===== src/rtl/hp_pkg.sv =====
package hp_pkg;

  localparam int HP_DATA_W = 8;
  localparam int HP_ADDR_W = 6;
  localparam int HP_PAGE_W = 4;
  localparam int HP_NUM_REGS = 4;

  localparam int REG_CTRL  = 0;
  localparam int REG_IMODE = 1;
  localparam int REG_PAIR  = 2;
  localparam int REG_FOFS  = 3;

  typedef enum logic {
    STYLE_MOTO  = 1'b0,
    STYLE_INTEL = 1'b1
  } bus_style_e;

  typedef enum logic [1:0] {
    MSEL_NONE    = 2'b00,
    MSEL_DATA    = 2'b01,
    MSEL_CONN_LO = 2'b10,
    MSEL_CONN_HI = 2'b11
  } mem_sel_e;

  typedef struct packed {
    logic                 split;
    logic                 msg;
    mem_sel_e             msel;
    logic [HP_PAGE_W-1:0] page;
  } ctrl_reg_t;

endpackage


===== src/rtl/hp_style_detect.sv =====
module hp_style_detect
  import hp_pkg::*;
#(
  parameter int ADDR_W = HP_ADDR_W
) (
  input  logic              clk,
  input  logic              rst_n,
  input  logic              mux_mode_i,
  input  logic              as_i,
  input  logic              ds_rd_n_i,
  input  logic [ADDR_W-1:0] ad_addr_i,
  input  logic [ADDR_W-1:0] addr_i,
  output bus_style_e        style_o,
  output logic [ADDR_W-1:0] addr_o
);

  logic              as_q;
  logic              as_rise;
  bus_style_e        style_q, style_d;
  logic [ADDR_W-1:0] lat_q, lat_d;

  assign as_rise = mux_mode_i && as_i && !as_q;

  always_comb begin
    style_d = style_q;
    lat_d   = lat_q;
    if (as_rise) begin
      style_d = ds_rd_n_i ? STYLE_INTEL : STYLE_MOTO;
      lat_d   = ad_addr_i;
    end
  end

  always_ff @(posedge clk or negedge rst_n) begin
    if (!rst_n) begin
      as_q    <= 1'b0;
      style_q <= STYLE_MOTO;
      lat_q   <= '0;
    end else begin
      as_q    <= as_i;
      style_q <= style_d;
      lat_q   <= lat_d;
    end
  end

  assign style_o = mux_mode_i ? style_q : STYLE_MOTO;
  assign addr_o  = mux_mode_i ? lat_q : addr_i;


  style_hold_chk: assert property (@(posedge clk) disable iff (!rst_n)
    !(mux_mode_i && as_i && !as_q) |=> $stable(style_q));


  addr_hold_chk: assert property (@(posedge clk) disable iff (!rst_n)
    !(mux_mode_i && as_i && !as_q) |=> $stable(lat_q));

endmodule


===== src/rtl/hp_access_ctl.sv =====
module hp_access_ctl
  import hp_pkg::*;
(
  input  logic       clk,
  input  logic       rst_n,
  input  bus_style_e style_i,
  input  logic       cs_n_i,
  input  logic       ds_rd_n_i,
  input  logic       rw_wr_n_i,
  output logic       start_o,
  output logic       is_read_o,
  output logic       rd_act_o,
  output logic       dta_n_o
);

  logic qual;
  logic qual_q;
  logic rd_act_q, rd_act_d;
  logic dta_q;

  always_comb begin
    if (style_i == STYLE_INTEL) begin
      qual      = !cs_n_i && (!ds_rd_n_i || !rw_wr_n_i);
      is_read_o = !ds_rd_n_i;
    end else begin
      qual      = !cs_n_i && !ds_rd_n_i;
      is_read_o = rw_wr_n_i;
    end
  end

  assign start_o = qual && !qual_q;

  always_comb begin
    if (start_o)   rd_act_d = is_read_o;
    else if (qual) rd_act_d = rd_act_q;
    else           rd_act_d = 1'b0;
  end

  always_ff @(posedge clk or negedge rst_n) begin
    if (!rst_n) begin
      qual_q   <= 1'b0;
      rd_act_q <= 1'b0;
      dta_q    <= 1'b0;
    end else begin
      qual_q   <= qual;
      rd_act_q <= rd_act_d;
      dta_q    <= start_o;
    end
  end

  assign rd_act_o = rd_act_q;
  assign dta_n_o  = !dta_q;


  dta_single_chk: assert property (@(posedge clk) disable iff (!rst_n)
    !dta_n_o |=> dta_n_o);


  dta_needs_cs_chk: assert property (@(posedge clk) disable iff (!rst_n)
    !dta_n_o |-> $past(!cs_n_i));

endmodule


===== src/rtl/hp_reg_bank.sv =====
module hp_reg_bank
  import hp_pkg::*;
#(
  parameter int DATA_W   = HP_DATA_W,
  parameter int ADDR_W   = HP_ADDR_W,
  parameter int PAGE_W   = HP_PAGE_W,
  parameter int NUM_REGS = HP_NUM_REGS,
  localparam int OFS_W   = ADDR_W - 1,
  localparam int MADDR_W = PAGE_W + OFS_W,
  localparam int REG_IW  = $clog2(NUM_REGS)
) (
  input  logic               clk,
  input  logic               rst_n,
  input  logic               start_i,
  input  logic               is_read_i,
  input  logic               rd_act_i,
  input  logic [ADDR_W-1:0]  addr_i,
  input  logic [DATA_W-1:0]  wdata_i,
  input  logic [DATA_W-1:0]  mem_rdata_i,
  output logic [DATA_W-1:0]  ad_o,
  output logic               split_o,
  output logic               msg_o,
  output logic [DATA_W-1:0]  imode_o,
  output logic [DATA_W-1:0]  pair_o,
  output logic [DATA_W-1:0]  fofs_o,
  output logic [MADDR_W-1:0] mem_addr_o,
  output logic [1:0]         mem_sel_o,
  output logic               mem_wr_o,
  output logic               mem_rd_o,
  output logic [DATA_W-1:0]  mem_wdata_o
);

  localparam logic [OFS_W-1:0] NREG_L = OFS_W'(NUM_REGS);

  logic [DATA_W-1:0]  regs_q [NUM_REGS];
  logic [DATA_W-1:0]  regs_d [NUM_REGS];
  logic [DATA_W-1:0]  rdata_q, rdata_d;
  logic               src_mem_q, src_mem_d;
  logic [MADDR_W-1:0] maddr_q, maddr_d;
  logic [1:0]         msel_q, msel_d;
  logic [DATA_W-1:0]  mwdata_q, mwdata_d;
  logic               mwr_q, mwr_d;
  logic               mrd_q, mrd_d;

  ctrl_reg_t        ctrl;
  logic             win_mem;
  logic [OFS_W-1:0] ofs;
  logic             reg_hit;
  logic             mem_ok;
  logic             wr_stb;
  logic             rd_stb;

  assign ctrl    = ctrl_reg_t'(regs_q[REG_CTRL]);
  assign win_mem = addr_i[ADDR_W-1];
  assign ofs     = addr_i[OFS_W-1:0];
  assign reg_hit = !win_mem && (ofs < NREG_L);
  assign mem_ok  = win_mem && (ctrl.msel != MSEL_NONE);
  assign wr_stb  = start_i && !is_read_i;
  assign rd_stb  = start_i && is_read_i;

  always_comb begin
    regs_d = regs_q;
    if (wr_stb && reg_hit) regs_d[ofs[REG_IW-1:0]] = wdata_i;
  end

  always_comb begin
    rdata_d   = rdata_q;
    src_mem_d = src_mem_q;
    if (rd_stb) begin
      rdata_d   = reg_hit ? regs_q[ofs[REG_IW-1:0]] : '0;
      src_mem_d = mem_ok;
    end
  end

  always_comb begin
    maddr_d  = maddr_q;
    msel_d   = msel_q;
    mwdata_d = mwdata_q;
    if (start_i && win_mem) begin
      maddr_d  = {ctrl.page, ofs};
      msel_d   = ctrl.msel;
      mwdata_d = wdata_i;
    end
    mwr_d = wr_stb && mem_ok && (ctrl.msel != MSEL_DATA);
    mrd_d = rd_stb && mem_ok;
  end

  always_ff @(posedge clk or negedge rst_n) begin
    if (!rst_n) begin
      for (int i = 0; i < NUM_REGS; i++) regs_q[i] <= '0;
      rdata_q   <= '0;
      src_mem_q <= 1'b0;
      maddr_q   <= '0;
      msel_q    <= '0;
      mwdata_q  <= '0;
      mwr_q     <= 1'b0;
      mrd_q     <= 1'b0;
    end else begin
      for (int i = 0; i < NUM_REGS; i++) regs_q[i] <= regs_d[i];
      rdata_q   <= rdata_d;
      src_mem_q <= src_mem_d;
      maddr_q   <= maddr_d;
      msel_q    <= msel_d;
      mwdata_q  <= mwdata_d;
      mwr_q     <= mwr_d;
      mrd_q     <= mrd_d;
    end
  end

  assign ad_o        = rd_act_i ? (src_mem_q ? mem_rdata_i : rdata_q) : '0;
  assign split_o     = ctrl.split;
  assign msg_o       = ctrl.msg;
  assign imode_o     = regs_q[REG_IMODE];
  assign pair_o      = regs_q[REG_PAIR];
  assign fofs_o      = regs_q[REG_FOFS];
  assign mem_addr_o  = maddr_q;
  assign mem_sel_o   = msel_q;
  assign mem_wr_o    = mwr_q;
  assign mem_rd_o    = mrd_q;
  assign mem_wdata_o = mwdata_q;


  data_mem_ro_chk: assert property (@(posedge clk) disable iff (!rst_n)
    mem_wr_o |-> (mem_sel_o != MSEL_DATA) && (mem_sel_o != MSEL_NONE));


  mem_wr_single_chk: assert property (@(posedge clk) disable iff (!rst_n)
    mem_wr_o |=> !mem_wr_o);


  rd_wr_excl_chk: assert property (@(posedge clk) disable iff (!rst_n)
    !(mem_wr_o && mem_rd_o));


  ctrl_write_only_chk: assert property (@(posedge clk) disable iff (!rst_n)
    !$stable(regs_q[REG_CTRL]) |-> $past(start_i && !is_read_i));

endmodule


===== src/rtl/host_port.sv =====
module host_port
  import hp_pkg::*;
#(
  parameter int DATA_W   = HP_DATA_W,
  parameter int ADDR_W   = HP_ADDR_W,
  parameter int PAGE_W   = HP_PAGE_W,
  localparam int MADDR_W = PAGE_W + ADDR_W - 1
) (
  input  logic               clk,
  input  logic               rst_n,
  input  logic               mux_mode_i,
  input  logic               cs_n_i,
  input  logic               as_i,
  input  logic               ds_rd_n_i,
  input  logic               rw_wr_n_i,
  input  logic [ADDR_W-1:0]  addr_i,
  input  logic [DATA_W-1:0]  ad_i,
  output logic [DATA_W-1:0]  ad_o,
  output logic               ad_oe_o,
  output logic               dta_n_o,
  output logic               split_o,
  output logic               msg_o,
  output logic [DATA_W-1:0]  imode_o,
  output logic [DATA_W-1:0]  pair_o,
  output logic [DATA_W-1:0]  fofs_o,
  output logic [MADDR_W-1:0] mem_addr_o,
  output logic [1:0]         mem_sel_o,
  output logic               mem_wr_o,
  output logic               mem_rd_o,
  output logic [DATA_W-1:0]  mem_wdata_o,
  input  logic [DATA_W-1:0]  mem_rdata_i
);

  logic              rst_meta_q, rst_sync_q;
  bus_style_e        style;
  logic [ADDR_W-1:0] acc_addr;
  logic              start, is_read, rd_act;

  always_ff @(posedge clk or negedge rst_n) begin
    if (!rst_n) begin
      rst_meta_q <= 1'b0;
      rst_sync_q <= 1'b0;
    end else begin
      rst_meta_q <= 1'b1;
      rst_sync_q <= rst_meta_q;
    end
  end

  hp_style_detect #(.ADDR_W(ADDR_W)) style_i (
    .clk       (clk),
    .rst_n     (rst_sync_q),
    .mux_mode_i(mux_mode_i),
    .as_i      (as_i),
    .ds_rd_n_i (ds_rd_n_i),
    .ad_addr_i (ad_i[ADDR_W-1:0]),
    .addr_i    (addr_i),
    .style_o   (style),
    .addr_o    (acc_addr)
  );

  hp_access_ctl access_i (
    .clk      (clk),
    .rst_n    (rst_sync_q),
    .style_i  (style),
    .cs_n_i   (cs_n_i),
    .ds_rd_n_i(ds_rd_n_i),
    .rw_wr_n_i(rw_wr_n_i),
    .start_o  (start),
    .is_read_o(is_read),
    .rd_act_o (rd_act),
    .dta_n_o  (dta_n_o)
  );

  hp_reg_bank #(
    .DATA_W(DATA_W),
    .ADDR_W(ADDR_W),
    .PAGE_W(PAGE_W)
  ) regs_i (
    .clk        (clk),
    .rst_n      (rst_sync_q),
    .start_i    (start),
    .is_read_i  (is_read),
    .rd_act_i   (rd_act),
    .addr_i     (acc_addr),
    .wdata_i    (ad_i),
    .mem_rdata_i(mem_rdata_i),
    .ad_o       (ad_o),
    .split_o    (split_o),
    .msg_o      (msg_o),
    .imode_o    (imode_o),
    .pair_o     (pair_o),
    .fofs_o     (fofs_o),
    .mem_addr_o (mem_addr_o),
    .mem_sel_o  (mem_sel_o),
    .mem_wr_o   (mem_wr_o),
    .mem_rd_o   (mem_rd_o),
    .mem_wdata_o(mem_wdata_o)
  );

  assign ad_oe_o = rd_act;


  oe_read_only_chk: assert property (@(posedge clk) disable iff (!rst_sync_q)
    ad_oe_o |-> !cs_n_i || $past(!cs_n_i));


  strobes_idle_chk: assert property (@(posedge clk) disable iff (!rst_sync_q)
    $rose(rst_sync_q) |-> dta_n_o && !ad_oe_o && !mem_wr_o && !mem_rd_o);

endmodule


===== config.mk =====
export PLATFORM = sky130hd
export DESIGN_NAME = host_port
export DESIGN_NICKNAME = d
export VERILOG_FILES = /design/src/rtl/hp_pkg.sv /design/src/rtl/hp_style_detect.sv /design/src/rtl/hp_access_ctl.sv /design/src/rtl/hp_reg_bank.sv /design/src/rtl/host_port.sv
export SDC_FILE = /design/constraint.sdc
export NUM_CORES = 1
export LEC_CHECK = 0
export BUFFER_PORTS_ARGS = -buffer_cell sky130_fd_sc_hd__buf_2
export CAP_MARGIN = 20
export CORE_MARGIN = 2
export CORE_UTILIZATION = 35
export DETAILED_ROUTE_END_ITERATION = 6
export GPL_ROUTABILITY_DRIVEN = 0
export PLACE_DENSITY = 0.63
export SLEW_MARGIN = 20
export SYNTH_ARGS = -nofsm -noshare
export SYNTH_HDL_FRONTEND = slang
export SYNTH_SLANG_ARGS = --single-unit
export TNS_END_PERCENT = 100

===== constraint.sdc =====
create_clock -name clk -period 2.7 [get_ports clk]
set_input_delay 0.405 -clock clk [delete_from_list [all_inputs] [get_ports clk]]
set_output_delay 0.405 -clock clk [all_outputs]
set_load 0.01 [all_outputs]

After elaboration in Yosys (flattened, before gate mapping)
Index checks and enable logic that the tools add are counted.
- order comparisons: 3
- equality and inequality tests: 2
- muxes and demuxes: 16
- bitwise gates (word level): 1
- reductions and logical operators: 25
- operators by type and width (kind ; count):
    8-bit two-way mux ; 6
    32-bit bitwise mux ; 1
    8-bit binary-select mux with 2-bit select ; 1
    8-bit demux with 2-bit select ; 1
    1-bit logical AND ; 15
    1-bit zero test ; 8
    1-bit two-way mux ; 6
    6-bit two-way mux ; 1
    5-bit by 3-bit < comparator with 1-bit output (second input constant) ; 1
    2-bit by 1-bit inequality test with 1-bit output (second input constant) ; 2
    3-bit >= comparator (second input constant) ; 1
    3-bit by 1-bit < comparator with 1-bit output (second input constant) ; 1
    2-bit NOT with 3-bit output ; 1
    2-bit nonzero test ; 1
    1-bit logical OR ; 1
- bits in registers: 75
- input port bits: 29
- output and inout bits: 57
- word-level logic and storage cells: 66

Depth between registers and ports, before layout
Gate-level depths: netlist (run 1).
- word-level depth: 8
- mapped depth: 7
- depth with buffers taken out: 4

Modules after synthesis
A second synthesis (run 1) with hierarchy kept.
- cells, all modules: 205
- area, all modules: 3214.3 µm²
- by module, submodules not included (module ; instances ; cells an instance ; area each (µm²) ; sequential area each (µm²)):
    hp_reg_bank ; 1 ; 165 ; 2640.0 ; 1551.5
    hp_style_detect ; 1 ; 24 ; 385.4 ; 200.2
    hp_access_ctl ; 1 ; 13 ; 135.1 ; 75.1
    host_port ; 1 ; 3 ; 53.8 ; 50.0

Least setup slack after synthesis (run 1)
OpenSTA, ideal clock, no wires.
- path type: input to register
- start point: input ds_rd_n_i
- end point: register regs_i.regs_q, in the netlist regs_i.ctrl[0]
- setup time: 0.125 ns
- arrival: 2.132 ns
- required time: 2.575 ns
- path slack: 0.444 ns
- cell stages on the path: 5
- path buffers: 1
- path through: buf_6 -> or4b_1 -> a31o_2 -> nor4b_4 -> mux2_2
- cells in the longest elaborated chain, start to end: 7
- elaborated cells on any way between the ends: 10
- those cells by class: 2 x mux; 8 x reduce/logical
- RTL lines (item ; RTL line ; text):
    from (decl) ; host_port.sv:14 ; input logic ds_rd_n_i,
    1-bit zero test (*) ; hp_access_ctl.sv:23, hp_access_ctl.sv:24, hp_access_ctl.sv:26 ;
    1-bit logical OR ; hp_access_ctl.sv:23 ; qual = !cs_n_i && (!ds_rd_n_i || !rw_wr_n_i);
    1-bit logical AND ; hp_access_ctl.sv:23 ;
    1-bit two-way mux ; hp_access_ctl.sv:22 ; if (style_i == STYLE_INTEL) begin
    1-bit logical AND ; hp_access_ctl.sv:31 ; assign start_o = qual && !qual_q;
    1-bit logical AND (*) ; hp_reg_bank.sv:58 ; assign wr_stb = start_i && !is_read_i;
    1-bit logical AND (*) ; hp_reg_bank.sv:63 ; if (wr_stb && reg_hit) regs_d[ofs[REG_IW-1:0]] = wdata_i;
    to (decl) ; hp_reg_bank.sv:35 ; logic [DATA_W-1:0] regs_q [NUM_REGS];
Every way passes the cells marked *; elsewhere a longest branch is shown, timed or not.
A chain may end at the register's enable or synchronous reset.

Final worst setup path (run 1)
- start point: register style_i.style_q
- end point: register regs_i.regs_q, in the netlist regs_i.imode_o[0]
- cells in the longest elaborated chain, start to end: 5
- elaborated cells on any way between the ends: 7
- those cells by class: 3 x mux; 4 x reduce/logical
- RTL lines (item ; RTL line ; text):
    from (decl) ; hp_style_detect.sv:19 ; bus_style_e style_q, style_d;
    from (signal assigned) ; hp_style_detect.sv:40 ; style_q <= style_d;
    1-bit two-way mux (*) ; hp_style_detect.sv:45 ; assign style_o = mux_mode_i ? style_q : STYLE_MOTO;
    1-bit two-way mux ; hp_access_ctl.sv:22 ;
    1-bit logical AND or 1-bit zero test (tied branches) ; hp_access_ctl.sv:31, hp_reg_bank.sv:58 ;
    1-bit logical AND (*) ; hp_reg_bank.sv:58 ;
    1-bit logical AND (*) ; hp_reg_bank.sv:63 ;
Marked as above.

==> flow_summary.ini, run 1 <==
[timing]
setup_slack_ns = 0.488
rsz0062_at_grt = no
setup_tns_ns = 0
drv_slew = 0
fin_hold_ws_ns = 0.170
worst_pin_slew_ns = 0.929
finClkSkew_ns = 0.00649
hold_viol = 0
max_freq_mhz = 452
min_period_ns = 2.21
slew_headroom_pct = 38.1
setup_viol = 0
period_share_pct = 81.9

[logic_synthesis]
synth_top_area_share_pct = 56.5
synth_common_cells = 75 x dfrtp_1, 45 x mux2_2, 13 x mux2i_1, 9 x nor2_1, 9 x nor2b_1
async_flop_share_pct = 100
synth-seq-cells = 75
synth_seq_area_share_pct = 56.5
ys_warn_count = 0
synth_area_leaders = dfrtp_1 56%, mux2_2 15%, mux4_2 5.4%, mux2i_1 3.9%, mux2_4 3.6%
synth_edf_count = 0
synth_area_um2 = 3320
syn_inst = 221
syn-num-nets = 250
synth_area_per_cell_um2 = 15.0
synth_top_area_cell = dfrtp_1
synth_most_common_cell = dfrtp_1
synth.distinct_cells = 37
synth_ff_type = dfrtp_1

[cts]
insertion_delay_ns = 0.35
htree_num_levels = 3
clkTransAtPathRegs_ns = 0.08
clk_root_buffer_cell = clkbuf_8
cts_buffers = 9
cts.sinks = 75
cts_buffer_depth = 2
tritoncts = yes

[critical_path]
path_depth = 4
cp-endpoint = regs_i.imode_o[0]$_DFFE_PN0P_
timing.rr.start = style_i.style_q$_DFFE_PN0P_
crit_chain = nand4bb_1 > a31o_1 > or4b_1 > mux2_4
cp-start-kind = flip-flop
path_class = flip-flop to flip-flop
critPathMaxStageDelay_ns = 0.78
critPathLaunch = style_i.style_q$_DFFE_PN0P_
crit_slowest_cell = or4b_1
reg2reg_depth = 4
reg2reg_slack_ns = 0.49
required_ns = 2.94
critPathMaxFanout = 8
r2r_end = regs_i.imode_o[0]$_DFFE_PN0P_
cp.buffers_inverters = 0
crit_family = simple AND/OR/NAND/NOR gates
arrival_ns = 2.45
end_kind = flip-flop

[detailed_routing]
num_vias = 2202
avgRoutedWirePerCell_um = 16.8
drt_first_pass_iters = 4
drc = 0
wl_um = 7620
drtIter0Drc = 63
vias_per_cell = 4.85
antenna_left = 0

[global_routing]
grt_first_pass_wirelength_um = 12300
overflow = 0
grt_max_degree = 74
grt_pass1_vias = 2276
grt.total_usage_pct = 15.9
antenna_found_initial = 0

[job]
maxCapViolations = 0

[finish]
postLayoutCellArea_um2 = 4160
area_growth_pct = 25.3
antenna_cells = 0
final_layout_size_suffix_gt1_share_pct = 56.3
nets = 349
fin_cells = 454

[power]
p_leak_nw = 2.08
p_per_area_nw_per_um2 = 673
peakVddDrop_uv = 329

[die]
ios = 86
start_util_pct = 36.0
rows = 35
dieArea_um2 = 10300
core_area_um2 = 9240
die_width_um = 101
die_height_um = 101

[hold_path]
min_path_type = input pin to flip-flop

[placed_design]
dp_worst_setup_slack_ns = 0.159
portBuffers = 85
placed_area_um2 = 3960
dp.cells = 437
hpwlAfterDp_um = 5610

[outcome]
status = complete, no violations
[layout make-up]
| cell class | count | area [um^2] |
|---|---|---|
| Clock buffer | 10 | 138 |
| Clock inverter | 6 | 55.1 |
| Fill cell | 854 | 5080 |
| Inverter | 1 | 3.75 |
| Multi-Input combinational cell | 135 | 1400 |
| Sequential cell | 75 | 1880 |
| Tap cell | 129 | 161 |
| Timing Repair Buffer | 98 | 526 |
[cell usage in the layout, fill, tap and decap left out, types with 5 or more instances in the layout]
master,count
a21oi_1,7
a22o_1,8
buf_2,85
buf_4,12
clkbuf_8,10
clkinv_2,5
dfrtp_1,74
mux2_2,45
mux2_4,8
mux2i_1,13
mux4_2,8
nor2_1,9
nor2b_1,9
[registers in the layout (all words and copies together) (netlist names)]
register / cells
access_i.dta_q: 1
access_i.qual_q: 1
access_i.rd_act_o: 1
regs_i.ctrl: 8
regs_i.fofs_o: 8
regs_i.imode_o: 8
regs_i.mem_addr_o: 9
regs_i.mem_rd_o: 1
regs_i.mem_sel_o: 2
regs_i.mem_wdata_o: 8
regs_i.mem_wr_o: 1
regs_i.pair_o: 8
regs_i.rdata_q: 8
regs_i.src_mem_q: 1
rst_meta_q: 1
rst_sync_q: 1
style_i.as_q: 1
style_i.lat_q: 6
style_i.style_q: 1
[report_power, final]
group	switching [mW]	internal, mW
sequential	0.135	1.28
clock	0.411	0.444
combinational	0.244	0.289
total	0.790	2.01
[stage by stage]
stage | util (%) | power, mW
after floorplan | - | 1.73
after global placement | 42.8 | 1.96
after detailed placement | 42.8 | 1.98
after CTS | 45.0 | 2.84
after global routing | 45.0 | 2.95
final | 45.0 | 2.80
[timing repair]
action | 4_1_cts | 5_1_grt
setup endpoints to repair | 0 | 0
hold buffers | 1 | 0
buffers inserted | 0 | 0
resized for setup | 0 | 0
endpoints found under the hold margin | 2 | 0
[worst min-delay path by stage]
| stage | from | to | slack, ns | cells after the start |
|---|---|---|---|---|
| floorplan | rst_n | rst_meta_q$_DFF_PN0_ | 0.11 | 0 |
| finish | as_i | style_i.as_q$_DFF_PN0_ | 0.17 | 1 |
| detailed placement | rst_n | rst_meta_q$_DFF_PN0_ | 0.19 | 1 |
| global placement | rst_n | rst_meta_q$_DFF_PN0_ | 0.19 | 1 |
| CTS | as_i | style_i.as_q$_DFF_PN0_ | 0.15 | 1 |
| global route | as_i | style_i.as_q$_DFF_PN0_ | 0.16 | 1 |
[kinds of logic (layout without fill, tap and decap cells)]
group / Yosys count / in the layout / share of synthesized area, %
AND/OR/NAND/NOR: 38 / 38 / 8.10
AO/OA/AOI/OAI: 21 / 21 / 4.86
other: 1 / 1 / 0.113
buffers and inverters: 11 / 115 / 1.81
flip-flops: 75 / 75 / 56.5
multiplexers: 75 / 75 / 28.6
[routing by layer]
layer / share of wire (%) / up-vias / track usage, % / wire (um)
met5: 0 / - / 0 / 0
met4: 0.77 / 0 / 4.99 / 59
met3: 5.2 / 6 / 4.14 / 394
met2: 48 / 67 / 25.3 / 3660
met1: 46 / 1110 / 21.4 / 3510
li1: - / 1019 / - / -
(Power assumes the default switching activity.)
==> inputs of run 2 (changes only) <==
Settings changed: ABC_AREA set to 1, PLACE_DENSITY 0.63 to 0.64.
Clock period 2.7 ns to 2 ns, I/O delays scaled along.
==> run 2 against run 1 <==
Net effect:
- non-clock buffer count unchanged
- combinational power increased by 44%
- area after synthesis increased by 7.1%
- global-route usage increased by 2.0 points
- register-to-register slack got worse by 0.12 ns
- clock power increased by 36%
- die area increased by 6.8%
- worst hold slack got worse by 0.11 ns
- first-iteration DRC count increased to 3.5 times the previous value
- core utilization decreased by 1.1 points
- via count increased by 40%
- total power increased by 34%
- critical endpoint is now regs_i.pair_o[5]$_DFFE_PN0P_
- largest cell class unchanged
- highest routed layer unchanged
==> flow_summary.ini, run 2 <==
[logic_synthesis]
synth-seq-cells = 75
async_flop_share_pct = 100
synth_common_cells = 195 x nand2_1, 75 x dfrtp_1, 35 x o21ai_0, 33 x nand4_1, 23 x inv_1
syn-num-nets = 461
synth_top_area_cell = dfrtp_1
synth_area_leaders = dfrtp_1 53%, nand2_1 21%, nand4_1 5.8%, o21ai_0 4.9%, inv_1 2.4%
synth_area_per_cell_um2 = 8.24
synth_top_area_share_pct = 52.7
synth_edf_count = 0
synth_ff_type = dfrtp_1
synth_seq_area_share_pct = 52.7
syn_inst = 432
synth_most_common_cell = nand2_1
synth_area_um2 = 3560
ys_warn_count = 0
synth.distinct_cells = 24

[detailed_routing]
vias_per_cell = 4.64
avgRoutedWirePerCell_um = 13.9
drc = 0
wl_um = 9200
antenna_left = 0
num_vias = 3072
drtIter0Drc = 219
drt_first_pass_iters = 4

[hold_path]
hp-start = as_i
min_to = style_i.as_q$_DFF_PN0_
min_path_type = input pin to flip-flop
holdPathStages = 1

[placed_design]
hpwlAfterDp_um = 6790
placed_area_um2 = 4120
dp_worst_setup_slack_ns = 0.197
portBuffers = 85

[global_routing]
grt_pass1_vias = 3067
grt.total_usage_pct = 17.9
grt_first_pass_wirelength_um = 15400
antenna_found_initial = 0
overflow = 0
grt_max_degree = 43

[timing]
slew_headroom_pct = 64.4
max_freq_mhz = 612
drv_slew = 0
rsz0062_at_grt = no
worst_pin_slew_ns = 0.535
setup_viol = 0
fin_hold_ws_ns = 0.0591
finClkSkew_ns = 0.00828
min_period_ns = 1.63
setup_slack_ns = 0.366
setup_tns_ns = 0
hold_viol = 0
period_share_pct = 81.7

[cts]
cts_buffer_depth = 2
ctsResizeCount = 0
insertion_delay_ns = 0.37
clk_root_buffer_cell = clkbuf_8
tritoncts = yes
cts.sinks = 75
cts_buffers = 9
htree_num_levels = 3
clkTransAtPathRegs_ns = 0.08

[power]
p_per_area_nw_per_um2 = 872
peakVddDrop_uv = 403
p_leak_nw = 2.45
total_power_mw = 3.77

[finish]
register_area_um2 = 1880
final_cell_mix = 195 x nand2_1, 85 x buf_2, 74 x dfrtp_1, 35 x o21ai_0, 33 x nand4_1
fill_cells = 1025
antenna_cells = 0
final_layout_size_suffix_gt1_share_pct = 26.5
nets = 553
final_common_cell = nand2_1
multi_input_area_um2 = 1450
area_growth_pct = 21.4
largest_reg_flops = 9
postLayoutCellArea_um2 = 4320

[critical_path]
crit_slowest_cell = dfrtp_1
timing.rr.start = style_i.lat_q[3]$_DFFE_PN0P_
required_ns = 2.25
critPathMaxFanout = 18
end_kind = flip-flop
cp-start-kind = flip-flop
crit_path_frequent_cell = nand2_1
reg2reg_slack_ns = 0.37
critPathMaxStageDelay_ns = 0.40
arrival_ns = 1.89
path_class = flip-flop to flip-flop
crit_chain = nand2_1 > inv_2 > nor2_1 > nand2_2 > nor2_8 > nand3_2 > nand2_1 > nand2_1
r2r_end = regs_i.pair_o[5]$_DFFE_PN0P_
reg2reg_depth = 8

[outcome]
status = complete, no violations

[die]
start_util_pct = 36.2
core_area_um2 = 9820
die_height_um = 105
die_width_um = 105
ios = 86
rows = 36
dieArea_um2 = 11000

[job]
maxCapViolations = 0
[run 2: per-stage QoR]
| stage | instances | utilization [%] |
|---|---|---|
| floorplan | 432 | - |
| global placement | 645 | 41.9 |
| detailed placement | 645 | 41.9 |
| CTS | 662 | 44.0 |
| global route | 662 | 44.0 |
| finish | 662 | 44.0 |
[run 2: power breakdown]
part / internal [mW] / switching, mW / total (mW) / leakage [nW]
Combinational: 0.274 / 0.491 / 0.765 / 1.35
Clock: 0.571 / 0.593 / 1.16 / 0.0950
Sequential: 1.70 / 0.133 / 1.84 / 0.999
Total: 2.55 / 1.22 / 3.77 / 2.45
[run 2: cell families (layout without fill, tap and decap cells)]
logic type             Yosys count  in the layout  share of synthesized area [%]
AO/OA/AOI/OAI                   42             42                           6.40
buffers and inverters           45            142                           6.54
flip-flops                      75             75                           52.7
multiplexers                     1              1                          0.316
other                            1              1                          0.105
AND/OR/NAND/NOR                268            268                           33.9
[run 2: worst max-delay path by stage]
| stage | endpoint | cells past startpoint | from |
|---|---|---|---|
| after floorplan | regs_i.pair_o[0]$_DFFE_PN0P_ | 9 | mux_mode_i |
| after global placement | regs_i.fofs_o[3]$_DFFE_PN0P_ | 9 | mux_mode_i |
| after detailed placement | regs_i.fofs_o[5]$_DFFE_PN0P_ | 8 | mux_mode_i |
| after CTS | ad_o[0] | 4 | regs_i.src_mem_q$_DFFE_PN0P_ |
| after global routing | ad_o[1] | 4 | regs_i.src_mem_q$_DFFE_PN0P_ |
| final | regs_i.pair_o[5]$_DFFE_PN0P_ | 8 | style_i.lat_q[3]$_DFFE_PN0P_ |
[run 2: layout make-up]
| type | count | share of cell area (%) |
|---|---|---|
| inverters | 28 | 2.49 |
| multi-input cells | 312 | 33.5 |
| flip-flops and latches | 75 | 43.5 |
| well taps | 133 | 3.85 |
| clock buffers | 9 | 2.87 |
| repair buffers | 98 | 12.2 |
| clock inverters | 7 | 1.59 |
[run 2: metal layers]
layer	vias up	routed length (um)	global-route usage, %
met1	1411	4420	23.8
met5	-	0	0
li1	1573	-	-
met4	0	171	7.43
met2	75	4240	29.1
met3	13	370	2.81
[run 2: repair_timing]
action | 4_1_cts | 5_1_grt
endpoints found under the hold margin | 2 | 0
endpoints found under the setup margin | 0 | 0
hold buffers | 1 | 0
setup buffers | 0 | 0
[run 2: critical path: cells and delay by family (launching register included)]
kind | cells | cell delay (ns)
simple gates | 7 | 1.08
flops | 1 | 0.40
buf+inv | 1 | 0.03
